===== src/rtl/tagdir_pkg.sv =====
package tagdir_pkg;

  typedef enum logic [1:0] {
    PERM_NP  = 2'd0,
    PERM_INV = 2'd1,
    PERM_RO  = 2'd2,
    PERM_RW  = 2'd3
  } perm_e;

  typedef enum logic [3:0] {
    CMD_IDLE    = 4'd0,
    CMD_ACCESS  = 4'd1,
    CMD_PRESENT = 4'd2,
    CMD_AVAIL   = 4'd3,
    CMD_ALLOC   = 4'd4,
    CMD_DEALLOC = 4'd5,
    CMD_PROBE   = 4'd6,
    CMD_SETPERM = 4'd7,
    CMD_LOCK    = 4'd8,
    CMD_UNLOCK  = 4'd9,
    CMD_TSTLOCK = 4'd10
  } cmd_e;

  localparam logic [1:0] KIND_LOAD  = 2'd0;
  localparam logic [1:0] KIND_FETCH = 2'd1;

  // Permission grants the request kind: full rights, or read rights for reads.
  function automatic logic perm_grants(input perm_e p, input logic [1:0] kind);
    return (p == PERM_RW) ||
           ((p == PERM_RO) && ((kind == KIND_LOAD) || (kind == KIND_FETCH)));
  endfunction

endpackage


===== src/rtl/tagdir_way_match.sv =====
module tagdir_way_match
  import tagdir_pkg::*;
#(
  parameter int WAYS  = 4,
  parameter int TAG_W = 9,
  parameter int WAY_W = 2
) (
  input  logic [WAYS-1:0]  row_valid,
  input  logic [TAG_W-1:0] row_tag [WAYS],
  input  perm_e            row_perm [WAYS],
  input  logic [TAG_W-1:0] req_tag,
  output logic [WAYS-1:0]  match_vec,
  output logic [WAYS-1:0]  free_vec,
  output logic             hit_any,
  output logic [WAY_W-1:0] hit_way,
  output logic             free_any,
  output logic [WAY_W-1:0] free_way
);

  for (genvar g = 0; g < WAYS; g++) begin : g_way
    assign match_vec[g] = row_valid[g] && (row_tag[g] == req_tag) && (row_perm[g] != PERM_NP);
    assign free_vec[g]  = !row_valid[g] || (row_perm[g] == PERM_NP);
  end

  assign hit_any  = |match_vec;
  assign free_any = |free_vec;

  // Lowest index wins: scan from the top so later assignments override.
  always_comb begin
    hit_way  = '0;
    free_way = '0;
    for (int w = WAYS - 1; w >= 0; w--) begin
      if (match_vec[w]) hit_way  = WAY_W'(w);
      if (free_vec[w])  free_way = WAY_W'(w);
    end
  end

endmodule


===== src/rtl/tagdir_lru.sv =====
module tagdir_lru #(
  parameter int SETS  = 8,
  parameter int WAYS  = 4,
  parameter int SET_W = 3,
  parameter int WAY_W = 2
) (
  input  logic             clk,
  input  logic             rst_n,
  input  logic             touch_en,
  input  logic [SET_W-1:0] touch_set,
  input  logic [WAY_W-1:0] touch_way,
  input  logic [SET_W-1:0] query_set,
  output logic [WAY_W-1:0] victim_way
);

  localparam logic [WAY_W-1:0] OLDEST = WAY_W'(WAYS - 1);

  // age 0 = most recently touched, WAYS-1 = victim; ages form a permutation.
  logic [WAY_W-1:0] age_q [SETS][WAYS];

  always_ff @(posedge clk) begin
    if (!rst_n) begin
      for (int s = 0; s < SETS; s++)
        for (int w = 0; w < WAYS; w++)
          age_q[s][w] <= WAY_W'(w);
    end else if (touch_en) begin
      for (int w = 0; w < WAYS; w++) begin
        if (WAY_W'(w) == touch_way)
          age_q[touch_set][w] <= '0;
        else if (age_q[touch_set][w] < age_q[touch_set][touch_way])
          age_q[touch_set][w] <= age_q[touch_set][w] + 1'b1;
      end
    end
  end

  always_comb begin
    victim_way = '0;
    for (int w = 0; w < WAYS; w++)
      if (age_q[query_set][w] == OLDEST) victim_way = WAY_W'(w);
  end

endmodule


===== src/rtl/tagdir_top.sv =====
module tagdir_top
  import tagdir_pkg::*;
#(
  parameter int ADDR_W      = 16,
  parameter int BLOCK_BYTES = 16,
  parameter int CACHE_BYTES = 512,
  parameter int WAYS        = 4,
  parameter int CTX_W       = 4,
  localparam int WAY_W      = (WAYS > 1) ? $clog2(WAYS) : 1
) (
  input  logic              clk,
  input  logic              rst_n,
  input  logic              req_valid,
  input  logic [3:0]        req_cmd,
  input  logic [ADDR_W-1:0] req_addr,
  input  logic [1:0]        req_kind,
  input  logic [1:0]        req_perm,
  input  logic [CTX_W-1:0]  req_ctx,
  output logic              rsp_valid,
  output logic              rsp_hit,
  output logic              rsp_err,
  output logic [WAY_W-1:0]  rsp_way,
  output logic [ADDR_W-1:0] rsp_victim
);

  localparam int OFF_W = $clog2(BLOCK_BYTES);
  localparam int LINES = CACHE_BYTES / BLOCK_BYTES;
  localparam int SETS  = LINES / WAYS;
  localparam int SET_W = (SETS > 1) ? $clog2(SETS) : 1;
  localparam int TAG_W = ADDR_W - OFF_W - SET_W;

  // ---- address arithmetic ----
  function automatic logic [SET_W-1:0] f_set(input logic [ADDR_W-1:0] a);
    return a[OFF_W +: SET_W];
  endfunction

  function automatic logic [TAG_W-1:0] f_tag(input logic [ADDR_W-1:0] a);
    return a[ADDR_W-1 -: TAG_W];
  endfunction

  function automatic logic [ADDR_W-1:0] f_line_addr(input logic [TAG_W-1:0] t,
                                                    input logic [SET_W-1:0] s);
    return {t, s, {OFF_W{1'b0}}};
  endfunction

  // ---- state ----
  logic              valid_q [SETS][WAYS];
  logic [TAG_W-1:0]  tag_q   [SETS][WAYS];
  perm_e             perm_q  [SETS][WAYS];
  logic              lk_q    [SETS][WAYS];
  logic [CTX_W-1:0]  ctx_q   [SETS][WAYS];

  // ---- request decode ----
  cmd_e             cmd;
  logic [SET_W-1:0] req_set;
  logic [TAG_W-1:0] req_tag;
  logic             unused_off_bits;

  assign cmd             = cmd_e'(req_cmd);
  assign req_set         = f_set(req_addr);
  assign req_tag         = f_tag(req_addr);
  assign unused_off_bits = ^req_addr[OFF_W-1:0];

  // ---- selected set row ----
  logic [WAYS-1:0]  row_valid;
  logic [TAG_W-1:0] row_tag  [WAYS];
  perm_e            row_perm [WAYS];

  always_comb begin
    for (int w = 0; w < WAYS; w++) begin
      row_valid[w] = valid_q[req_set][w];
      row_tag[w]   = tag_q[req_set][w];
      row_perm[w]  = perm_q[req_set][w];
    end
  end

  // ---- named internal events (also used by the checker) ----
  logic [WAYS-1:0]  match_vec, free_vec;
  logic             hit_any, free_any, avail;
  logic [WAY_W-1:0] hit_way, free_way, victim_way;
  perm_e            hit_perm;
  logic             hit_locked;
  logic [CTX_W-1:0] hit_ctx;
  logic             ev_alloc_ok, ev_dealloc, ev_setperm, ev_lock_set, ev_lock_clr;
  logic             ev_touch, ev_probe_ok;
  logic [WAY_W-1:0] touch_way;

  tagdir_way_match #(.WAYS(WAYS), .TAG_W(TAG_W), .WAY_W(WAY_W)) u_match (
    .row_valid (row_valid),
    .row_tag   (row_tag),
    .row_perm  (row_perm),
    .req_tag   (req_tag),
    .match_vec (match_vec),
    .free_vec  (free_vec),
    .hit_any   (hit_any),
    .hit_way   (hit_way),
    .free_any  (free_any),
    .free_way  (free_way)
  );

  tagdir_lru #(.SETS(SETS), .WAYS(WAYS), .SET_W(SET_W), .WAY_W(WAY_W)) u_lru (
    .clk        (clk),
    .rst_n      (rst_n),
    .touch_en   (ev_touch),
    .touch_set  (req_set),
    .touch_way  (touch_way),
    .query_set  (req_set),
    .victim_way (victim_way)
  );

  assign avail      = hit_any || free_any;
  assign hit_perm   = hit_any ? row_perm[hit_way] : PERM_NP;
  assign hit_locked = lk_q[req_set][hit_way];
  assign hit_ctx    = ctx_q[req_set][hit_way];

  // ---- command evaluation ----
  logic              nxt_hit, nxt_err;
  logic [WAY_W-1:0]  nxt_way;
  logic [ADDR_W-1:0] nxt_victim;

  always_comb begin
    nxt_hit     = 1'b0;
    nxt_err     = 1'b0;
    nxt_way     = '0;
    nxt_victim  = '0;
    ev_alloc_ok = 1'b0;
    ev_dealloc  = 1'b0;
    ev_setperm  = 1'b0;
    ev_lock_set = 1'b0;
    ev_lock_clr = 1'b0;
    ev_touch    = 1'b0;
    ev_probe_ok = 1'b0;
    touch_way   = hit_way;
    if (req_valid) begin
      unique case (cmd)
        CMD_ACCESS: begin
          nxt_hit  = hit_any && perm_grants(hit_perm, req_kind);
          nxt_way  = hit_any ? hit_way : '0;
          ev_touch = hit_any;
        end
        CMD_PRESENT: begin
          nxt_hit = hit_any;
          nxt_way = hit_any ? hit_way : '0;
        end
        CMD_AVAIL: nxt_hit = avail;
        CMD_ALLOC: begin
          if (!hit_any && free_any) begin
            ev_alloc_ok = 1'b1;
            ev_touch    = 1'b1;
            touch_way   = free_way;
            nxt_hit     = 1'b1;
            nxt_way     = free_way;
          end else begin
            nxt_err = 1'b1;
          end
        end
        CMD_PROBE: begin
          if (!avail) begin
            ev_probe_ok = 1'b1;
            nxt_hit     = 1'b1;
            nxt_way     = victim_way;
            nxt_victim  = f_line_addr(row_tag[victim_way], req_set);
          end else begin
            nxt_err = 1'b1;
          end
        end
        CMD_DEALLOC, CMD_SETPERM, CMD_LOCK, CMD_UNLOCK: begin
          nxt_err = !hit_any;
          nxt_hit = hit_any;
          nxt_way = hit_any ? hit_way : '0;
          ev_dealloc  = hit_any && (cmd == CMD_DEALLOC);
          ev_setperm  = hit_any && (cmd == CMD_SETPERM);
          ev_lock_set = hit_any && (cmd == CMD_LOCK);
          ev_lock_clr = hit_any && (cmd == CMD_UNLOCK);
        end
        CMD_TSTLOCK: begin
          nxt_err = !hit_any;
          nxt_hit = hit_any && hit_locked && (hit_ctx == req_ctx);
          nxt_way = hit_any ? hit_way : '0;
        end
        default: ;
      endcase
    end
  end

  // ---- state update ----
  always_ff @(posedge clk) begin
    if (!rst_n) begin
      for (int s = 0; s < SETS; s++)
        for (int w = 0; w < WAYS; w++) begin
          valid_q[s][w] <= 1'b0;
          tag_q[s][w]   <= '0;
          perm_q[s][w]  <= PERM_NP;
          lk_q[s][w]    <= 1'b0;
          ctx_q[s][w]   <= '0;
        end
    end else begin
      if (ev_alloc_ok) begin
        valid_q[req_set][free_way] <= 1'b1;
        tag_q[req_set][free_way]   <= req_tag;
        perm_q[req_set][free_way]  <= PERM_INV;
        lk_q[req_set][free_way]    <= 1'b0;
        ctx_q[req_set][free_way]   <= '0;
      end
      if (ev_dealloc) begin
        valid_q[req_set][hit_way] <= 1'b0;
        perm_q[req_set][hit_way]  <= PERM_NP;
        lk_q[req_set][hit_way]    <= 1'b0;
      end
      if (ev_setperm) begin
        perm_q[req_set][hit_way] <= perm_e'(req_perm);
        lk_q[req_set][hit_way]   <= 1'b0;
      end
      if (ev_lock_set) begin
        lk_q[req_set][hit_way]  <= 1'b1;
        ctx_q[req_set][hit_way] <= req_ctx;
      end
      if (ev_lock_clr) lk_q[req_set][hit_way] <= 1'b0;
    end
  end

  // ---- response register ----
  always_ff @(posedge clk) begin
    if (!rst_n) begin
      rsp_valid  <= 1'b0;
      rsp_hit    <= 1'b0;
      rsp_err    <= 1'b0;
      rsp_way    <= '0;
      rsp_victim <= '0;
    end else begin
      rsp_valid  <= req_valid;
      rsp_hit    <= nxt_hit;
      rsp_err    <= nxt_err;
      rsp_way    <= nxt_way;
      rsp_victim <= nxt_victim;
    end
  end

endmodule


===== config.mk =====
export PLATFORM = sky130hd
export DESIGN_NAME = tagdir_top
export DESIGN_NICKNAME = d
export VERILOG_FILES = /design/src/rtl/tagdir_pkg.sv /design/src/rtl/tagdir_way_match.sv /design/src/rtl/tagdir_lru.sv /design/src/rtl/tagdir_top.sv
export SDC_FILE = /design/constraint.sdc
export NUM_CORES = 1
export LEC_CHECK = 0
export ABC_CLOCK_PERIOD_IN_PS = 12200
export BUFFER_PORTS_ARGS = -buffer_cell sky130_fd_sc_hd__buf_4
export CAP_MARGIN = 20
export CORE_MARGIN = 1.5
export CORE_UTILIZATION = 30
export DETAILED_ROUTE_END_ITERATION = 12
export GPL_TIMING_DRIVEN = 1
export PLACE_DENSITY = 0.4
export RECOVER_POWER = 25
export SYNTH_ARGS = -nofsm -noshare
export SYNTH_HDL_FRONTEND = slang
export SYNTH_SLANG_ARGS = --single-unit

===== constraint.sdc =====
create_clock -name clk -period 12.2 [get_ports clk]
set_input_delay 0.61 -clock clk [delete_from_list [all_inputs] [get_ports clk]]
set_output_delay 0.61 -clock clk [all_outputs]
set_load 0.1 [all_outputs]

## Word level (Yosys, flattened, before mapping)

Memories as Yosys holds them, arrays and structs flattened.
Cells that the tools add are included.

- Register bits after elaboration: 21
- Bits in latches: 0
- RAM bits: 608
- Bits in read-only memories: 0
- Input bits: 31
- Output and inout port bits: 21
- Word-level logic and storage cells: 367
- Memories: 6

Memories:

| name | depth | width | read ports | clocked after memory_dff | write ports | line | source |
|---|---|---|---|---|---|---|---|
| tag_q | 8 | 36 | 1 | 0 | 8 | tagdir_top.sv:48 | `logic [TAG_W-1:0] tag_q [SETS][WAYS];` |
| ctx_q | 8 | 16 | 1 | 0 | 8 | tagdir_top.sv:51 | `logic [CTX_W-1:0] ctx_q [SETS][WAYS];` |
| perm_q | 8 | 8 | 1 | 0 | 8 | tagdir_top.sv:49 | `perm_e perm_q [SETS][WAYS];` |
| u_lru.age_q | 8 | 8 | 1 | 0 | 8 | tagdir_lru.sv:19 | `logic [WAY_W-1:0] age_q [SETS][WAYS];` |
| lk_q | 8 | 4 | 1 | 0 | 8 | tagdir_top.sv:50 | `logic lk_q [SETS][WAYS];` |
| valid_q | 8 | 4 | 1 | 0 | 8 | tagdir_top.sv:47 | `logic valid_q [SETS][WAYS];` |

- Add/sub/neg operators: 4
- $mul: 0
- Div/mod/pow operators: 0
- Magnitude comparators: 10
- Equal/unequal tests: 24
- Shifts and indexed selects: 0
- Mux-type cells: 198
- Bitwise gates (word level): 63
- Reduce and logical (&&, ||, !) cells: 56

Operator list:

| cell | number |
|---|---|
| $mux 1 | 119 |
| $mux 36 | 3 |
| $mux 16 | 4 |
| $mux 4 | 14 |
| $or 1x1->1 | 56 |
| $mux 2 | 27 |
| $mux 8 | 6 |
| $eq 9x9->1 | 4 |
| $reduce_or 36->1 | 1 |
| $mux 9 | 3 |
| $reduce_or 4->1 | 6 |
| $logic_and 1x1->1 | 19 |
| $bmux 9 s2 | 1 |
| $demux 9 s2 | 1 |
| $mux 3 | 6 |
| $demux 4 s2 | 2 |
| $eq 4x3->1 const B | 4 |
| $reduce_or 16->1 | 1 |
| $reduce_or 8->1 | 2 |
| $eq 4x4->1 const B | 3 |
| $ge 3x3->1 const B | 4 |
| $logic_not 2->1 | 6 |
| $not 2->3 | 4 |
| $eq 2x2->1 const B | 5 |
| 26 further kinds | 54 |

## Depth between registers and ports, before layout

Gate-level depths: netlist (run 1).
An unclocked memory read counts as a cell.

- Depth in word-level cells: 24
- Depth in mapped cells: 19

## Modules after synthesis

A second synthesis (run 1) with hierarchy kept.

- Cells, all modules: 2574
- Area total of the unflattened synthesis: 30877.1 µm²

By module, submodules not included:

| module | instances | cells an instance | area an instance (µm²) |
|---|---|---|---|
| tagdir_top | 1 | 2138 | 26352.8 |
| tagdir_lru | 1 | 369 | 3966.3 |
| tagdir_way_match | 1 | 67 | 558.0 |

## Least setup slack after synthesis (run 1)

OpenSTA, ideal clock, no wires.

- Kind: in2reg
- Start: in req_addr[5]
- End: mem tag_q[1][27] (netlist bit) (enable)
- Setup time: 0.387 ns
- Arrival time: 4.293 ns
- Required time: 11.813 ns
- Path slack: 7.520 ns
- Stages on the path: 16
- Path buffers: 7
- Cell sequence: buf_2 -> buf_2 -> buf_2 -> buf_2 -> mux4_2 -> mux2i_1 -> xnor2_1 -> nor3_1 -> and3_1 -> clkbuf_1 -> a31oi_1 -> nand3_1 -> or3_1 -> clkbuf_1 -> clkbuf_1 -> o21ai_0

RTL lines:

| item | line | source |
|---|---|---|
| start: declaration | tagdir_top.sv:15 | `input logic [ADDR_W-1:0] req_addr,` |
| end: declaration | tagdir_top.sv:48 |  |

==> results.md, run 1 <==
- STA classifies the critical path endpoint as a flop.
- Setup repair after global routing left no endpoint under its margin.
- In the detailed route, the total length drawn on met3 is 4720 um.
- The total power divided by cell area is 149 nW/um^2.
- STA puts the critical path data arrival time at 8360 ps.
- The number of iterations in the first detailed-routing pass is 5.
- The async set-reset flop share out of synthesis is 0%.
- The layout has 9882 filler cells.
- The die footprint is about 100000 um^2.
- For this configuration, the core starts out at a cell density of about 30%.
- Dividing the detail-routed wire length by the instance count gives ~27 um.
- The fraction of final layout cells with drive strength greater than 1 is 11.0%.
- The count of final max-slew check failures is 71.
- The congestion estimate from routability-driven global placement came to 0.847.
- The compound-gate portion of the synthesized area is 9.36%.
- The largest total area in the synthesized netlist belongs to edfxtp_1.
- Entering global routing, the biggest net connects 105 pins.
- The buffer type at the clock tree root is clkbuf_16.
- The routed design uses 48200 um of met2 wire.
- The number of synthesized register bits is 625.
- The netlist area before placement is a little over 30000 um^2.
- The most common flop cell mapped by yosys is edfxtp_1.
- Once detail routing completed, the nets flagged for antenna violations numbered 0.
- Buffers inserted during clock tree synthesis total between 70 and 80.
- The category of the critical setup timing path is input pin to flop.
- The critical path goes through buf_6 > buf_12 > inv_1 > clkbuf_1 > a221o_1 > a22oi_1 > a22o_1 > nor2_1 > a31oi_1 > nand3_1 > nor3_2 > clkbuf_1 > nor2_1 > o21ai_0.
- Post-CTS repair changed the size of 0 cells.
- The clock tree skew after final layout is 20.7 ps.
- The achievable frequency is roughly 120 MHz.
- The core region is 99900 um^2.
- On the critical path, the stage with the largest delay is an instance of clkbuf_1.
- The period utilization is 66.3%.
- Counting instances in the post-synthesis netlist gives the leading cell types as edfxtp_1 (606), nor2_1 (325), clkbuf_1 (190), o21ai_0 (170), and2_1 (157).
- By area, the combinational part of the netlist is dominated by simple AND/OR/NAND/NOR gates.
- Setup violations remaining at the end of the flow were counted as 0.
- Max-cap violations in this run came to 2.
- The highest ir drop seen on vdd is 0.0000927 V.
- Of the total synthesized cell area, the portion taken by XOR and XNOR cells is 1.05%.
- Clock latency on the worst-skew pair, taken at its later pin, is 640 ps.
- The critical path contains buffers and inverters numbering 5 combined.
- The half-perimeter wire length of the detailed placement result is 64200 um.
- The finished cells cover 33800 um^2.
- The most common cell in the synthesized netlist is edfxtp_1.
- The critical path startpoint category is an input pin.
- The wire length of the first global-routing pass is between 100000 and 150000 um.
- On the worst path, the slowest cell contributes a delay of between 2000 and 2500 ps.
- The flow ran to the end, but the final reports show violations.
- The cell type group with the largest total delay on the critical path is buffers and inverters.
- The number of hold-repair buffers added at the cts stage is 0.
- The floorplan die width is approximately 320 um.
- The required time reported for the critical path endpoint is 12460 ps.
- The sequential-to-total area share from yosys stat is between 60% and 70%.
- Clock-pin slew was measured on the worst setup and hold paths at approximately 60 ps.
- The first routing iteration left 2096 violations.
- Summed over its instances, the top area cell type makes up 60.3% of the synthesized netlist area.
- The largest driver fanout on the critical path is 92.
- From synthesis to final layout, the design area changed by 12.2%.
- The maximum number of buffers from clock root to sink is 3.
- The worst-margin pin slew is 3030 ps.
- Sorting the synthesized cells by area gives the leading types as edfxtp_1 (60%), nor2_1 (4.0%), mux4_2 (4.0%).
- The initial antenna violation count is 5.
- The global route total overflow is 0.
- Counting every sink on the clock net gives 625.
- The number of distinct library cells after synthesis is 79.
- The final count of hold timing violations is 0.
- A synthesized cell averages approximately 12 um^2.
- The final worst hold slack is 443 ps.
- The total of buffers placed on input and output ports is 42.
- The highest routed metal layer is met5.
- The count of nets after finishing is 2465.
- Measured against its own limit, the worst slew margin works out to -102%.
- The post-layout minimum cycle time is 8090 ps.
- Summing over every cut layer, the via total after detailed routing is 20300.
- The final routed DRC violation total is 0.
- The analysis attributes to cell leakage a power of 11.8 nW.
- The post-detailed-placement cell area is ~32000 um^2.
- The final wirelength is 101000 um.
- The global-route usage over all layers is 19.5%.
- The min-delay analysis places its worst path in the category input pin to flop.
- The checks that failed: capacitance limit, slew limit.
- The Yosys step of the flow raised 0 warnings.
- Cells fill roughly a third of the core in the end.
- The number of top-level design ports is 52.
- The portion of synthesized area spent on multiplexers is 8.27%.
- The simple-gate share of the synthesized area is 16.0%.
- After detailed routing, the number of vias per cell comes to 5.36.
- The total negative slack for setup checks is 0 ps.
- After clock tree synthesis, the setup repair step added 0 buffers.
- The detailed router put a total of 45600 um of wire on met1.
- The floorplan step set the die height to 320 um.
- The number of levels the H-tree was split into is 3.
- The synthesized netlist cell count is 2496.
- The floorplan has 116 rows.
- The synthesized design contains 606 enable-type register cells.
- The CTS tree is done.
- The via count of the first global-routing pass is 20400.
- Summing the areas of all fa, ha and maj instances in the mapped netlist gives 0.158% of the synthesized area.
layer usage:
metal / vias up / track usage (%)
met5: - / 0
met4: 6 / 5.04
met3: 112 / 2.74
met2: 553 / 32.3
met1: 10400 / 26.6
li1: 9234 / -
logic make-up after synthesis:
group / after synthesis
AND/OR/NAND/NOR: 950
flip-flops: 625
AO/OA/AOI/OAI: 448
XOR/XNOR: 36
buffers and inverters: 253
multiplexers: 179
adder cells (fa/ha/maj): 4
other: 1
report_power, final:
group	internal, mW	switching [mW]
Clock	1.25	0.917
Combinational	0.125	0.319
Sequential	2.41	0.0179
Total	3.79	1.25
registers in the layout (all words and copies together), names as in the netlist:
register	flops
u_lru.age_q	64
rsp_err	1
rsp_way	2
rsp_victim	12
valid_q	32
ctx_q	128
perm_q	64
rsp_hit	1
rsp_valid	1
tag_q	288
lk_q	32
worst reg2reg max path: cells and delay by family (launching register included):
family	cells	cell delay [ps]
flops	1	350
buf+inv	1	2150
simple gates	4	1570
mux	1	280
compound gates	4	2260
cell usage in the layout, fill, tap and decap left out, types with 9 or more instances in the layout:
cell and count:
a221o_1 12, edfxtp_1 606, dfxtp_1 19, a221oi_1 9
and2_1 140, mux4_2 53, nand2b_1 36, nor2_1 319
a31oi_1 9, and2_0 19, o21ai_0 170, mux2_2 17
clkinv_2 14, and3_1 149, clkbuf_16 78, nor3_1 42
a22o_1 10, nand4_1 9, a21oi_1 56, clkbuf_1 46
nand3_1 21, nor4_1 36, inv_1 12, nor2b_1 15
a211oi_1 26, xnor2_1 23, o221ai_1 9, mux2i_1 106
o22ai_1 58, a22oi_1 36, buf_4 62, clkinv_1 15
xor2_1 13, nand2_1 107
final timing paths:
check                             start                    endpoint  slack [ps]  cells past startpoint
max                         req_addr[5]  ctx_q[1][13]$_SDFFCE_PN0P_        4110                     14
min reg2reg          lk_q[4][3]$_DFF_P_          lk_q[4][3]$_DFF_P_         510                      2
min                          req_cmd[0]          rsp_err$_SDFF_PN0_         440                      3
max reg2reg  perm_q[1][2]$_SDFFCE_PN0P_  ctx_q[1][13]$_SDFFCE_PN0P_        5220                     10
area by class of cell:
| class | instances | area [um^2] | share of cell area, % |
|---|---|---|---|
| clock inverters | 36 | 273 | 0.806 |
| flip-flops and latches | 625 | 18600 | 54.9 |
| inverters | 16 | 60.1 | 0.178 |
| diodes | 3 | 7.51 | 0.0222 |
| clock buffers | 104 | 2060 | 6.09 |
| well taps | 1298 | 1620 | 4.80 |
| repair buffers | 90 | 624 | 1.85 |
| multi-input cells | 1621 | 10600 | 31.3 |
through the flow:
step                      std cells  setup slack, ps  power [mW]
after floorplan                2499             7520        2.75
after global placement         3645             5020        2.92
after detailed placement       3645             4970        2.92
after CTS                      3785             5630        5.10
after global routing           3790             3620        5.22
final                          3793             4110        5.04
Note: power is estimated with default switching activity, not from simulation.
==> run 2, diff against run 1 <==
--- a/config.mk
+++ b/config.mk
@@ -5,7 +5,8 @@
 export SDC_FILE = /design/constraint.sdc
 export NUM_CORES = 1
 export LEC_CHECK = 0
-export ABC_CLOCK_PERIOD_IN_PS = 12200
+export ABC_AREA = 1
+export ABC_CLOCK_PERIOD_IN_PS = 8300
 export BUFFER_PORTS_ARGS = -buffer_cell sky130_fd_sc_hd__buf_4
 export CAP_MARGIN = 20
 export CORE_MARGIN = 1.5
==> constraint.sdc (replaced) <==
create_clock -name clk -period 8.3 [get_ports clk]
set_input_delay 0.415 -clock clk [delete_from_list [all_inputs] [get_ports clk]]
set_output_delay 0.415 -clock clk [all_outputs]
set_load 0.1 [all_outputs]
==> results.md, run 2 <==
- The flow ran to the end, but the final reports show violations.
- The final reports fail on capacitance limit, slew limit.
- The number of cells on the worst reg-to-reg path is 20.
- The first global-routing pass estimated 152000 um of wire.
- The adder and majority cell fraction of the synthesized area is 0.121%.
- Clock-pin slew was measured on the worst setup and hold paths at 60 ps.
- Counting the buffers created by CTS gives 79.
- The worst setup slack after layout is 1670 ps.
- For this block, the via count after detailed routing is approximately 24000.
- The clock drives 625 sinks.
- The number of design-rule violations left by the first detailed-router iteration is 1921.
- The netlist uses 54 different library cells.
- After floorplanning, the core was divided into 117 placement rows.
- For this block, the routed nets add up to 102000 um of wire.
- The routed design uses between 4000 and 5000 um of met3 wire.
- Entering global routing, the biggest net connects roughly 80 pins.
- The maximum number of buffers from clock root to sink is 3.
- The die footprint is 105000 um^2.
- The detail route stage leaves a number of antenna-violating nets equal to 0.
- At the end of routability-driven placement, the weighted congestion stood at between 0.8 and 0.9.
- The worst setup path is captured at a flop.
- The count of nets after finishing is about 3500.
- The number of iterations in the first detailed-routing pass is 5.
- The number of synthesized register bits is 625.
- The worst setup path is of the input pin to flop kind.
- By area, the combinational part of the netlist is dominated by simple AND/OR/NAND/NOR gates.
- The worst setup path is launched from an input pin.
- The floorplan die width is 324 um.
- The netlist area before placement is 31000 um^2.
- The count of final max-slew check failures is 64.
- The most instantiated library cell after synthesis is nand2_1.
- The cell count after synthesis came out at 3511.
- The synthesized area per cell is 8.82 um^2.
- The achievable frequency is 151 MHz.
- The buffer type at the clock tree root is clkbuf_16.
- The highest routed metal layer is met5.
- The core area is 102000 um^2.
- The global-route usage over all layers is 19.3%.
- The number of hold-repair buffers added at the cts stage is 0.
- For the worst-skew pair, the clock arrives at the later sink with an insertion delay of between 600 and 700 ps.
- TritonCTS built the clock tree.
- The simple-gate share of the synthesized area is 27.3%.
- The total power divided by cell area is 218 nW/um^2.
- The most common flop cell mapped by yosys is edfxtp_1.
- Of all cell types, the one taking the most synthesized area is edfxtp_1.
- On the final layout, the worst hold slack is roughly 240 ps.
- The minimum setup slack after placement is 2010 ps.
- The post-route netlist has ~7.5% of its cells at a drive strength greater than 1.
- The final count of hold timing violations came to 0.
- The share of synthesized area in the top cell type comes to 58.8%.
- Port buffering added 42 buffers.
- The period utilization is approximately 80%.
- The multiplexer area fraction after synthesis is 0%.
- In this run the static leakage power is 14.2 nW.
- Max-cap violations in this run came to 1.
- The class of the tightest hold or removal check is input pin to flop.
- At the pin with the least slew margin, the transition time is 3340 ps.
- Summed over all layers, the global routing overflow is 0.
- The number of synthesized flops with an enable pin is 606.
- In the final routing, the length of wire on met1 measures 47600 um.
- The register with the most flip-flops in the layout has approximately 290 of them.
- For the worst setup path, the data required time is 8590 ps.
- The per-cell via count in the routed design is 4.80.
- The count of non-filler cells in the finished layout is 4916.
- In this run the count of I/O pins placed on the die edge is between 50 and 60.
- Wire segments on met2 add up to just under 50000 um in the final route.
- After clock tree synthesis, the setup repair step added 0 buffers.
- The die boundary height is 324 um.
- In the post-synthesis netlist, the biggest area contributors are edfxtp_1 (59%), nand2_1 (14%), nor2_1 (7.8%).
- The count of warnings emitted by yosys is 0.
- The area growth from synthesis to final layout is 12.4%.
- The synthesized netlist devotes 0.113% of its cell area to XOR and XNOR gates.
- The most common library cell in the layout ignoring fill and taps is nand2_1.
- The highest ir drop seen on vdd is roughly 0.00012 V.
- Counting instances, the worst hold path has a depth of 3.
- The starting utilization of the core area is 30.4%.
- The post-layout minimum cycle time is 6630 ps.
- In this run the worst path has a maximum fanout of 43.
- The final routed DRC violation total is 0.
- For the final routed database, the setup TNS stands at 0 ps.
- Setup violations remaining at the end of the flow were counted as 0.
- Dividing the detail-routed wire length by the instance count gives 20.8 um.
- For the worst setup path, the data arrival time is between 6000 and 7000 ps.
- In the layout the commonest cells are nand2_1 (1165), nor2_1 (639), edfxtp_1 (606), inv_1 (201), nand3_1 (201).
- The sequential-to-total area share from yosys stat is 60.0%.
- Setup repair after global routing left no endpoint under its margin.
- The quantity of gates resized following cts is 0.
- The clock tree skew after final layout is 25.3 ps.
- In the final layout, the registers with the most flip-flops are tag_q: 288 flops, ctx_q: 128 flops.
- CTS built an H-tree with a depth of 3.
- Including well taps, the total number of placed cells is ~4800.
- The register ranked first by flip-flop count is tag_q.
- After synthesis, the most frequently instantiated cells are nand2_1 (1163), nor2_1 (642), edfxtp_1 (606), inv_1 (205), nand3_1 (201).
- The compound-gate portion of the synthesized area is 6.01%.
- The async set-reset flop share out of synthesis is 0%.
- Detailed placement ended at an HPWL of 65000 um.
- Headroom to the max-slew limit came out at -123%.
- The initial antenna violation count was 1.
- The via count of the first global-routing pass is approximately 23000.
[run 2: through the flow]
stage          cell area, um^2  power [mW]  utilization (%)
5_1_grt                  34800        7.86             34.1
3_5_place_dp             32400        4.29             31.8
3_3_place_gp             32400        4.29             31.8
2_1_floorplan            31000        4.05                -
4_1_cts                  34900        7.68             34.2
6_report                 34800        7.59             34.1
[run 2: logic make-up (layout without fill, tap and decap cells)]
kind of cell,count (synthesis),after routing
flip-flops,625,625
other,1,6
adder cells (fa/ha/maj),3,3
AND/OR/NAND/NOR,2099,2099
buffers and inverters,476,508
AO/OA/AOI/OAI,303,303
XOR/XNOR,4,4
[run 2: area by class of cell]
| type | instances | area [um^2] |
|---|---|---|
| clock buffer | 119 | 2280 |
| tap | 1368 | 1710 |
| fill | 10700 | 67200 |
| multi-input combinational | 2413 | 10400 |
| antenna | 2 | 5.00 |
| inverter | 274 | 1030 |
| sequential | 625 | 18600 |
| timing repair buffer | 91 | 613 |
| clock inverter | 24 | 225 |
[run 2: metal layers]
metal / vias up / track usage [%]
li1: 11500 / -
met1: 11400 / 26.8
met2: 522 / 31.6
met3: 131 / 2.83
met4: 2 / 4.76
met5: - / 0
[run 2: final timing paths]
check	startpoint	to	slack [ps]
worst min register to register	lk_q[4][3]$_DFF_P_	lk_q[4][3]$_DFF_P_	480
worst min-delay path	req_valid	rsp_hit$_SDFF_PN0_	240
worst max-delay path	req_addr[5]	tag_q[5][13]$_SDFFCE_PN0P_	1670
worst max register to register	perm_q[5][1]$_SDFFCE_PN0P_	tag_q[5][13]$_SDFFCE_PN0P_	2790
[run 2: worst max-delay path, stage by stage]
cell	delay, ps
buf_4	260
inv_1	900
buf_4	710
nand2_1	130
nand2_1	130
nand2_1	80
nand2_1	120
nand2_1	70
and2_0	170
nand2_1	60
nor2_1	50
nand2_1	190
nand2_2	90
nor2_1	530
nand4_1	390
nor2_1	320
nand3_1	560
nor2_1	710
clkinv_1	470
nand2_1	470
[run 2: power by group]
group          switching, mW  total [mW]  internal, mW
combinational          0.489       0.637         0.148
clock                   1.41        3.37          1.96
sequential            0.0255        3.58          3.55
total                   1.93        7.59          5.66
==> run 3, diff against run 2 <==
--- a/config.mk
+++ b/config.mk
@@ -5,15 +5,15 @@
 export SDC_FILE = /design/constraint.sdc
 export NUM_CORES = 1
 export LEC_CHECK = 0
-export ABC_AREA = 1
-export ABC_CLOCK_PERIOD_IN_PS = 8300
+export ABC_AREA = 0
+export ABC_CLOCK_PERIOD_IN_PS = 6100
 export BUFFER_PORTS_ARGS = -buffer_cell sky130_fd_sc_hd__buf_4
 export CAP_MARGIN = 20
 export CORE_MARGIN = 1.5
 export CORE_UTILIZATION = 30
 export DETAILED_ROUTE_END_ITERATION = 12
 export GPL_TIMING_DRIVEN = 1
-export PLACE_DENSITY = 0.4
+export PLACE_DENSITY = 0.42
 export RECOVER_POWER = 25
 export SYNTH_ARGS = -nofsm -noshare
 export SYNTH_HDL_FRONTEND = slang
==> constraint.sdc (replaced) <==
create_clock -name clk -period 6.1 [get_ports clk]
set_input_delay 0.305 -clock clk [delete_from_list [all_inputs] [get_ports clk]]
set_output_delay 0.305 -clock clk [all_outputs]
set_load 0.1 [all_outputs]
==> results.md, run 3 (synthesis gave the netlist of run 1 again) <==
- Internal power comes to 7.83 mW.
- The region available for standard cell placement spans between 90000 and 100000 um^2.
- Summed over all nets, the switching power comes to approximately 2.5 mW.
- The fraction of final layout cells with drive strength greater than 1 is approximately 14%.
- Across the run, the number of max-cap violations was 0.
- The critical path goes through buf_6 > buf_12 > mux4_2 > mux2i_1 > xnor2_1 > nor4_2 > inv_1 > o31ai_1 > nor2_1 > nand3_1 > nor2_4 > a31oi_1 > o21ai_0.
- The worst setup path is of the input pin to flop kind.
- STA puts the critical path data arrival time at roughly 5700 ps.
- The register ranked first by flip-flop count is tag_q.
- The via count of the first global-routing pass is 20800.
- The switching power share of the total is between 20% and 30%.
- The most common library cell in the layout ignoring fill and taps is edfxtp_1.
- The wire length of the first global-routing pass is 147000 um.
- The count of final setup violators is 0.
- The number of rows in the core area is 116.
- The cell with the biggest individual delay on the critical path is o31ai_1.
- The number of hold-repair buffers added at the cts stage is 0.
- The highest ir drop seen on vdd is 0.000178 V.
- The area growth from synthesis to layout is 14.8%.
- TritonCTS created 74 clock buffers.
- The buffer type at the clock tree root is clkbuf_16.
- The count of buffers added by post-CTS timing repair for setup is 0.
- For this run, design rule violations remaining after detail routing come to 0.
- The number of flip-flops under the largest register name is around 290.
- In this run, post-CTS repair resized a total of 0 instances.
- Global routing finished with a remaining overflow of 0.
- The final route contains 20900 vias.
- The part of the total power dissipated in combinational logic is roughly 9.0%.
- The total number of clock tree sinks is 625.
- For this design the top-level I/O count stands at 52.
- Clock-pin slew was measured on the worst setup and hold paths at about 60 ps.
- The final design instance area without fill is ~35000 um^2.
- Per report_power, the sequential group accounts for 46.9% of the total.
- TritonCTS built the clock tree.
- The total negative slack for setup checks is 0 ps.
- Input and output buffers added on the ports amount to between 40 and 50.
- The first detailed-routing pass took 6 iterations.
- The initial antenna violation count came to 0.
- The achievable frequency is roughly 190 MHz.
- The detail route stage leaves a number of antenna-violating nets equal to 0.
- For this block, the routed nets add up to 101000 um of wire.
- In the layout the commonest cells are edfxtp_1 (606), nor2_1 (320), o21ai_0 (170), and3_1 (149), buf_4 (141).
- The largest driver fanout on the critical path is 32.
- Once placement finished, the instance area stood at 32300 um^2.
- Setup repair after global routing left no endpoint under its margin.
- The number of design-rule violations left by the first detailed-router iteration is 2070.
- The clock network is responsible for ~44% of the overall power.
- The post-layout minimum cycle time is 5340 ps.
- At the pin with the least slew margin, the transition time is 1460 ps.
- The clock latency of the later-clocked register in the worst-skew pair is 650 ps.
- In this run the vertical extent of the chip is 320 um.
- The count of final max-slew check failures is 0.
- The worst stage delay on the critical path is 1190 ps.
- Between clock sinks in the finished design, the worst skew comes to 30.9 ps.
- After detailed routing, the average wire length per cell comes to 26.2 um.
- The element type at the critical path end is a flop.
- Summed over all cells, the static leakage comes to ~12 nW.
- For the worst setup path, the data required time is around 6400 ps.
- The initial utilization of the core area, before any placement, comes to 30.2%.
- The final core utilization is 34.7%.
- The number of levels the H-tree was split into is 3.
- The die footprint is 102000 um^2.
- Entering global routing, the biggest net connects around 110 pins.
- The count of nets after finishing is around 2600.
- The global-route usage over all layers is around a fifth.
- In this run the power density over the cells is between 200 and 300 nW/um^2.
- The final worst hold slack is 106 ps.
- The flow ran to the end, and the final reports show no timing, DRC or antenna violations.
- The per-cell via count in the routed design is 5.39.
- The largest registers in the layout are tag_q: 288 flops, ctx_q: 128 flops.
- The tightest min-delay check is of the input pin to flop type.
- The wire-length estimate of the detail-placed layout is 67400 um.
- The longest clock path from root to sink contains 3 buffers.
- Headroom to the max-slew limit came out at approximately 2.1%.
- The final count of hold timing violations is 0.
- STA classifies the critical path startpoint as an input pin.
- The floorplan die width is 320 um.
- The period utilization is 87.6%.
- The congestion estimate from routability-driven global placement came to 0.909.
[run 3: changes by cell type in the layout (fill, tap and decap cells not counted), moves of 118 or more]
cell / previous run / this run
nor2_1: 639 / 320
and3_1: 0 / 149
and2_1: 0 / 118
nand3_1: 201 / 21
nand2_1: 1165 / 107
inv_1: 201 / 12
[run 3: area by class of cell]
type | instances | area, um^2
Tap cell | 1298 | 1620
Fill cell | 9844 | 65200
Timing Repair Buffer | 181 | 1300
Sequential cell | 625 | 18600
Clock buffer | 93 | 2000
Inverter | 16 | 60.1
Clock inverter | 41 | 478
Antenna cell | 2 | 5.00
Multi-Input combinational cell | 1621 | 10600
[run 3: power groups by stage]
| stage | registers (mW) | clock network, mW | logic (mW) |
|---|---|---|---|
| 2_1_floorplan | 4.94 | 0 | 0.559 |
| 3_3_place_gp | 4.95 | 0 | 0.928 |
| 3_5_place_dp | 4.96 | 0 | 0.933 |
| 4_1_cts | 4.87 | 4.67 | 0.936 |
| 5_1_grt | 4.88 | 4.83 | 0.994 |
| 6_report | 4.87 | 4.57 | 0.932 |
[run 3: path summary, 6_finish.rpt]
check | from | to | slack [ps] | depth (start not counted)
worst max register to register | tag_q[2][21]$_SDFFCE_PN0P_ | perm_q[6][4]$_SDFFCE_PN0P_ | 830 | 11
worst min register to register | lk_q[4][3]$_DFF_P_ | lk_q[4][3]$_DFF_P_ | 510 | 2
worst min-delay path | req_cmd[3] | rsp_way[1]$_SDFF_PN0_ | 110 | 3
worst max-delay path | req_addr[4] | perm_q[6][4]$_SDFFCE_PN0P_ | 760 | 13
[run 3: critical path, delay by kind of cell]
kind	cells	cell delay [ps]
AO/OA/AOI/OAI	3	2220
AND/OR/NAND/NOR	4	1190
buffers and inverters	3	750
multiplexers	2	930
XOR/XNOR	1	190
[run 3: through the flow]
step	power, mW	cells	worst slack [ps]
CTS	10.5	3875	1110
floorplan	5.50	2499	1720
global placement	5.88	3741	575
finish	10.4	3877	758
detailed placement	5.89	3741	460
global route	10.7	3875	478
[run 3: routing by layer]
layer / wire (um) / track usage, % / up-vias
li1: - / - / 9391
met1: 45300 / 26.8 / 10700
met2: 47400 / 31.6 / 709
met3: 5990 / 3.30 / 132
met4: 2740 / 6.33 / 0
met5: 0 / 0 / -
